### src/rtl/irq_pkg.sv
package irq_pkg;

    localparam int LVL_W = 3;
    localparam int VEC_W = 8;
    localparam int SWX_W = 3;

    typedef logic [LVL_W-1:0] lvl_t;
    typedef logic [VEC_W-1:0] vec_t;

    localparam lvl_t LVL_RESET = '1;

    typedef enum logic [2:0] {
        TIER_NONE  = 3'd0,
        TIER_TRACE = 3'd1,
        TIER_NMI   = 3'd2,
        TIER_SWX   = 3'd3,
        TIER_HW    = 3'd4
    } tier_e;

    typedef struct packed {
        logic  valid;
        tier_e tier;
        vec_t  vec;
    } win_t;

    localparam win_t WIN_IDLE = '{valid: 1'b0, tier: TIER_NONE, vec: '0};

    // Fixed order of the upper tier: trace, then nonmaskable, then software.
    function automatic win_t nm_pick(
        input logic             trace,
        input logic             nmi,
        input logic             swx,
        input logic [SWX_W-1:0] swx_ty,
        input vec_t             trace_vec,
        input vec_t             nmi_vec
    );
        win_t w;
        w = WIN_IDLE;
        if (trace) begin
            w = '{valid: 1'b1, tier: TIER_TRACE, vec: trace_vec};
        end else if (nmi) begin
            w = '{valid: 1'b1, tier: TIER_NMI, vec: nmi_vec};
        end else if (swx) begin
            w = '{valid: 1'b1, tier: TIER_SWX, vec: vec_t'(swx_ty)};
        end
        return w;
    endfunction

endpackage

### src/rtl/irq_src_cell.sv
module irq_src_cell
    import irq_pkg::*;
(
    input  logic clk,
    input  logic rst,
    input  logic req,
    input  logic clr,
    input  logic wr,
    input  logic wr_mask,
    input  lvl_t wr_lvl,
    output logic pend_nxt,
    output logic mask_q,
    output lvl_t lvl_q
);

    logic prev_q;
    logic pend_q;

    // A new rising edge takes precedence over a clear in the same cycle.
    assign pend_nxt = (pend_q & ~clr) | (req & ~prev_q);

    always_ff @(posedge clk) begin
        if (rst) begin
            prev_q <= 1'b0;
            pend_q <= 1'b0;
            mask_q <= 1'b0;
            lvl_q  <= LVL_RESET;
        end else begin
            prev_q <= req;
            pend_q <= pend_nxt;
            if (wr) begin
                mask_q <= wr_mask;
                lvl_q  <= wr_lvl;
            end
        end
    end

    // a rising request always leaves the line pending
    assert_rise_pends_R5: assert property (@(posedge clk) disable iff (rst)
        $rose(req) |=> pend_q);

    // masking never drops a pending flag
    assert_mask_keeps_R8: assert property (@(posedge clk) disable iff (rst)
        (mask_q && pend_q && !clr) |=> pend_q);

endmodule

### src/rtl/irq_hw_arb.sv
module irq_hw_arb
    import irq_pkg::*;
#(
    parameter  int N_SRC = 8,
    localparam int IDX_W = (N_SRC > 1) ? $clog2(N_SRC) : 1
) (
    input  logic [N_SRC-1:0] elig,
    input  lvl_t             lvl [N_SRC],
    output logic             any,
    output logic [IDX_W-1:0] idx
);

    lvl_t best;

    // Scan from the highest index down; "<=" lets a lower index take a tie.
    always_comb begin
        any  = 1'b0;
        idx  = '0;
        best = LVL_RESET;
        for (int i = N_SRC - 1; i >= 0; i--) begin
            if (elig[i] && (!any || lvl[i] <= best)) begin
                any  = 1'b1;
                idx  = IDX_W'(i);
                best = lvl[i];
            end
        end
    end

    always_comb begin
        if (any) begin
            for (int i = 0; i < N_SRC; i++) begin
                if (elig[i]) begin
                    assert_min_level_R6: assert (lvl[i] >= best);
                    assert_tie_low_R7: assert ((lvl[i] != best) || (IDX_W'(i) >= idx));
                end
            end
        end
    end

endmodule

### src/rtl/irq_resolver.sv
module irq_resolver
    import irq_pkg::*;
#(
    parameter  int N_SRC     = 8,
    parameter  int HW_BASE   = 8,
    parameter  int TRACE_VEC = 1,
    parameter  int NMI_VEC   = 2,
    localparam int IDX_W     = (N_SRC > 1) ? $clog2(N_SRC) : 1
) (
    input  logic             clk,
    input  logic             rst,
    input  logic             trace_req,
    input  logic             nmi_req,
    input  logic             swx_req,
    input  logic [SWX_W-1:0] swx_type,
    input  logic [N_SRC-1:0] hw_req,
    input  logic             int_en,
    input  logic             wr_en,
    input  logic [IDX_W-1:0] wr_sel,
    input  logic             wr_mask,
    input  logic [LVL_W-1:0] wr_lvl,
    input  logic             ack,
    output logic             irq_valid,
    output logic [VEC_W-1:0] irq_vec
);

    logic [N_SRC-1:0] pend_nxt;
    logic [N_SRC-1:0] mask_q;
    logic [N_SRC-1:0] clr;
    logic [N_SRC-1:0] wr_hit;
    logic [N_SRC-1:0] elig;
    lvl_t             lvl_q [N_SRC];

    win_t             win_d, win_q;
    logic [IDX_W-1:0] idx_q;
    logic             hw_any;
    logic [IDX_W-1:0] hw_idx;

    logic take_hw;
    assign take_hw = ack && win_q.valid && (win_q.tier == TIER_HW);

    for (genvar g = 0; g < N_SRC; g++) begin : g_src
        assign clr[g]    = take_hw && (idx_q == IDX_W'(g));
        assign wr_hit[g] = wr_en && (wr_sel == IDX_W'(g));

        irq_src_cell u_cell (
            .clk      (clk),
            .rst      (rst),
            .req      (hw_req[g]),
            .clr      (clr[g]),
            .wr       (wr_hit[g]),
            .wr_mask  (wr_mask),
            .wr_lvl   (wr_lvl),
            .pend_nxt (pend_nxt[g]),
            .mask_q   (mask_q[g]),
            .lvl_q    (lvl_q[g])
        );
    end

    // Arbitrate on next-cycle pending state so an acknowledged line is gone
    // from the very register update that consumes it.
    assign elig = pend_nxt & ~mask_q & {N_SRC{int_en}};

    irq_hw_arb #(.N_SRC(N_SRC)) u_arb (
        .elig (elig),
        .lvl  (lvl_q),
        .any  (hw_any),
        .idx  (hw_idx)
    );

    always_comb begin
        win_d = nm_pick(trace_req, nmi_req, swx_req, swx_type,
                        vec_t'(TRACE_VEC), vec_t'(NMI_VEC));
        if (!win_d.valid && hw_any) begin
            win_d = '{valid: 1'b1, tier: TIER_HW,
                      vec: vec_t'(HW_BASE) + vec_t'(hw_idx)};
        end
    end

    always_ff @(posedge clk) begin
        if (rst) begin
            win_q <= WIN_IDLE;
            idx_q <= '0;
        end else begin
            win_q <= win_d;
            idx_q <= hw_idx;
        end
    end

    assign irq_valid = win_q.valid;
    assign irq_vec   = win_q.vec;

    // trace outranks everything
    assert_trace_first_R2: assert property (@(posedge clk) disable iff (rst)
        trace_req |=> (irq_valid && irq_vec == vec_t'(TRACE_VEC)));

    // nonmaskable is second
    assert_nmi_second_R2: assert property (@(posedge clk) disable iff (rst)
        (nmi_req && !trace_req) |=> (irq_valid && irq_vec == vec_t'(NMI_VEC)));

    // a software exception beats any hardware line
    assert_swx_over_hw_R3: assert property (@(posedge clk) disable iff (rst)
        (swx_req && !trace_req && !nmi_req)
            |=> (irq_valid && irq_vec == vec_t'($past(swx_type))));

    // with the enable low only the upper tier may be presented
    assert_gate_hw_R4: assert property (@(posedge clk) disable iff (rst)
        (!int_en && !trace_req && !nmi_req && !swx_req) |=> !irq_valid);

endmodule

### config.mk
export PLATFORM = sky130hd
export DESIGN_NAME = irq_resolver
export DESIGN_NICKNAME = d
export VERILOG_FILES = /design/src/rtl/irq_pkg.sv /design/src/rtl/irq_src_cell.sv /design/src/rtl/irq_hw_arb.sv /design/src/rtl/irq_resolver.sv
export SDC_FILE = /design/constraint.sdc
export NUM_CORES = 1
export LEC_CHECK = 0
export ABC_AREA = 1
export ABC_CLOCK_PERIOD_IN_PS = 9900
export BUFFER_PORTS_ARGS = -buffer_cell sky130_fd_sc_hd__clkbuf_2
export CAP_MARGIN = 20
export CORE_MARGIN = 2
export CORE_UTILIZATION = 30
export CTS_CLUSTER_DIAMETER = 150
export DETAILED_ROUTE_END_ITERATION = 12
export PLACE_DENSITY = 0.49
export SETUP_SLACK_MARGIN = 0.15
export SYNTH_ARGS = -nofsm -noshare
export SYNTH_HDL_FRONTEND = slang
export SYNTH_SLANG_ARGS = --single-unit
### constraint.sdc
create_clock -name clk -period 9.9 [get_ports clk]
set_input_delay 0.495 -clock clk [delete_from_list [all_inputs] [get_ports clk]]
set_output_delay 0.495 -clock clk [all_outputs]
set_load 0.005 [all_outputs]
==> flow_summary_export.csv <==
group,metric,value,unit
drt,dr.pass1.iters,5,
critical_path,path_buf_inv,2,
timing,finalCritPeriodShare,85.8,%
critical_path,worstSetupPathType,"reg -> reg",
clocking,cts_setup_buffers,0,
critical_path,worstSetupEndpointType,"flop",
drt,wire_per_inst,11.9,um
drt,ant_nets,0,
timing,layout_min_cycle_time,8490,ps
run,maxCapViolations,0,
critical_path,r2r_slack,1410,ps
clocking,cts_tree,"done",
timing,rsz0062_at_grt,"false",
drt,vias,2792,
critical_path,cp_max_fo,7,
clocking,holdBufCountCts,0,
critical_path,start_kind,"flop",
critical_path,worst_ep_required_time,10180,ps
timing,hold_violations,0,
grt,grt_max_degree,34,
power_and_ir_drop,seq_power_share,38.8,%
power_and_ir_drop,ir_drop,0.0000710,V
final_layout,fin_nets,522,
die,io_pins,35,
final_layout,fillers,1136,
power_and_ir_drop,swShare,28.9,%
final_layout,final_layout_size_suffix_gt1_share,17.7,%
yosys,avgSynthCellArea,7.22,um2
grt,gr-total-overflow,0,
timing,slew_viol_final,0,
die,initial_core_util,31.0,%
min_path,min_path_type,"in -> reg",
clocking,clockBufferDepth,2,
clocking,post_cts_resized,0,
critical_path,reg2reg_depth,65,
timing,worst_pin_slew,519,ps
yosys,synth_area_leader_cell,"dfxtp_1",
yosys,synth_edf_count,0,
timing,slew-limit-headroom,65.3,%
min_path,holdCritStartpoint,"hw_req[4]",
drt,drcViolationCount,0,
critical_path,cpPeakStageDelay,340,ps
final_layout,register_area,0.00116,mm2
drt,viasPerCell,4.53,
critical_path,path_common_cell,"nand2_1",
grt,grtUsageTotal,13.9,%
critical_path,slowest_stage,"dfxtp_1",
yosys,ys_seq_area_share,36.1,%
yosys,ys_top_cells_by_count,"nand2_1, dfxtp_1, inv_1, nor2_1, nand3_1",
placement,post_dp_cell_area,0.00346,mm2
die,die-area,0.0116,mm2
placement,dp_hpwl,5740,um
yosys,yosys-top-cells-area,"dfxtp_1, nand2_1, ha_1",
yosys,synth_cells,446,
final_layout,multi_input_area,0.00178,mm2
yosys,yosys_warnings,0,
final_layout,fin_area,0.00372,mm2
critical_path,worstReg2RegStart,"win_q[10]$_SDFF_PP0_",
timing,finalSetupViolCount,0,
yosys,syn_area,0.00322,mm2
timing,setup_tns,0,ps
yosys,synth_seq_cells,58,
grt,grt_first_pass_wirelength,12500,um
clocking,clk_pin_slew,60,ps
power_and_ir_drop,p_int,464,uW
min_path,hold_end,"g_src[4].u_cell.prev_q$_SDFF_PP0_",
final_layout,diodes,0,
critical_path,critical-path-top-delay-family,"simple AND/OR/NAND/NOR gates",
grt,antenna_found_initial,0,
power_and_ir_drop,p_leak,0.00186,uW
critical_path,rr_endpoint,"irq_vec[2]$_SDFF_PP0_",
clocking,cts_buffers,9,
power_and_ir_drop,p_sw,189,uW
yosys,synth_cell_types,37,
power_and_ir_drop,power_frac_clock,38.9,%
power_and_ir_drop,combPwrFrac,22.3,%
final_layout,syn2layout_area_growth,15.7,%
min_path,holdPathStages,3,
die,std_cell_rows,37,
drt,finalWirelength,7330,um
die,coreArea,0.0104,mm2
grt,grt_pass1_vias,2746,
drt,drt-initial-drc-count,136,
placement,routabilityCongestion,0.835,
timing,fmaxAchievable,118,MHz
timing,whs,360,ps
outcome,outcome,"completed",
clocking,clock-root-buffer,"clkbuf_8",
yosys,synth_top_area_share,36.1,%
die,dieWidth,108,um
timing,clock_skew,12.5,ps
power_and_ir_drop,p_per_area,175,mW/mm2
die,die_y,108,um
critical_path,cp.arrival,8770,ps
clocking,clkSinkCount,58,
clocking,clkLatencyLatePin,340,ps
clocking,h-tree-depth,3,
placement,io_buffers,30,
yosys,ys_dominant_reg_cell,"dfxtp_1",
yosys,synthArstFlopShare,0,%
yosys,synth.most_common_cell,"nand2_1",
## power groups by stage
stage	combinational (uW)	clock, uW	sequential [uW]
final	145	254	254
after global routing	167	271	255
after CTS	146	261	254
after detailed placement	145	0	259
after global placement	142	0	259
after floorplan	116	0	256
## layout by cell type, fill, tap and decap left out, drive strengths merged, types with 11 or more instances in the layout
| cell | netlist | routed |
|---|---|---|
| nand2 | 120 | 120 |
| dfxtp | 58 | 58 |
| inv | 51 | 51 |
| nor2 | 51 | 51 |
| nand3 | 43 | 43 |
| clkbuf | 5 | 42 |
| ha | 21 | 21 |
| a21oi | 20 | 20 |
| o21ai | 18 | 18 |
| o211ai | 11 | 11 |
## logic make-up (layout without fill, tap and decap cells)
group                    after synthesis  count (layout)  synth area share [%]
buffers and inverters                 68              99                  8.90
flip-flops                            58              58                  36.1
AND/OR/NAND/NOR                      241             241                  36.1
AO/OA/AOI/OAI                         57              57                  10.7
adder cells (fa/ha/maj)               21              21                  8.16
other                                  1               4                 0.117
## layout make-up
cell class / count / area share [%]
Tap cell: 136 / 4.57
Timing Repair Buffer: 31 / 4.77
Inverter: 52 / 5.27
Clock inverter: 4 / 1.95
Multi-Input combinational cell: 323 / 47.8
Sequential cell: 58 / 31.2
Clock buffer: 12 / 4.43
## metal layers
layer / vias to the layer above / GRT usage, % / share of wire (%)
met5: - / 0 / 0
li1: 1498 / - / -
met1: 1233 / 17.8 / 51
met3: 15 / 3.03 / 3.2
met4: 0 / 5.95 / 2.0
met2: 46 / 22.5 / 43
## worst register-to-register path, delay by kind of cell, from the launching register on
kind	cells	cell delay [ps]
flip-flops	1	340
AO/OA/AOI/OAI	10	1530
AND/OR/NAND/NOR	46	4300
buffers and inverters	2	170
adder cells (fa/ha/maj)	7	2080
## per-stage QoR
step | total power (uW) | utilization [%] | setup slack, ps | instances
after floorplan | 372 | - | 2230 | 449
after global placement | 401 | 33.4 | 1440 | 599
after detailed placement | 404 | 33.4 | 1210 | 599
after CTS | 660 | 35.7 | 1390 | 615
after global routing | 694 | 35.9 | 536 | 616
final | 653 | 35.9 | 1410 | 616
## how the worst max path moves through the flow
stage,startpoint,endpoint,slack [ps],cells past startpoint
floorplan,ack,irq_vec[1]$_SDFF_PP0_,2230,66
detailed placement,ack,irq_vec[2]$_SDFF_PP0_,1210,66
global route,win_q[10]$_SDFF_PP0_,irq_vec[2]$_SDFF_PP0_,540,66
CTS,win_q[10]$_SDFF_PP0_,irq_vec[2]$_SDFF_PP0_,1390,65
global placement,ack,irq_vec[2]$_SDFF_PP0_,1440,66
finish,win_q[10]$_SDFF_PP0_,irq_vec[2]$_SDFF_PP0_,1410,65
## sequential cells by signal, summed over array words and instances (netlist names)
signal and flops:
idx_q 3, win_q 3, g_src.u_cell.prev_q 8, irq_valid 1, g_src.u_cell.pend_q 8, g_src.u_cell.lvl_q 24
g_src.u_cell.mask_q 8, irq_vec 3
Note: power is estimated with default switching activity, not from simulation.
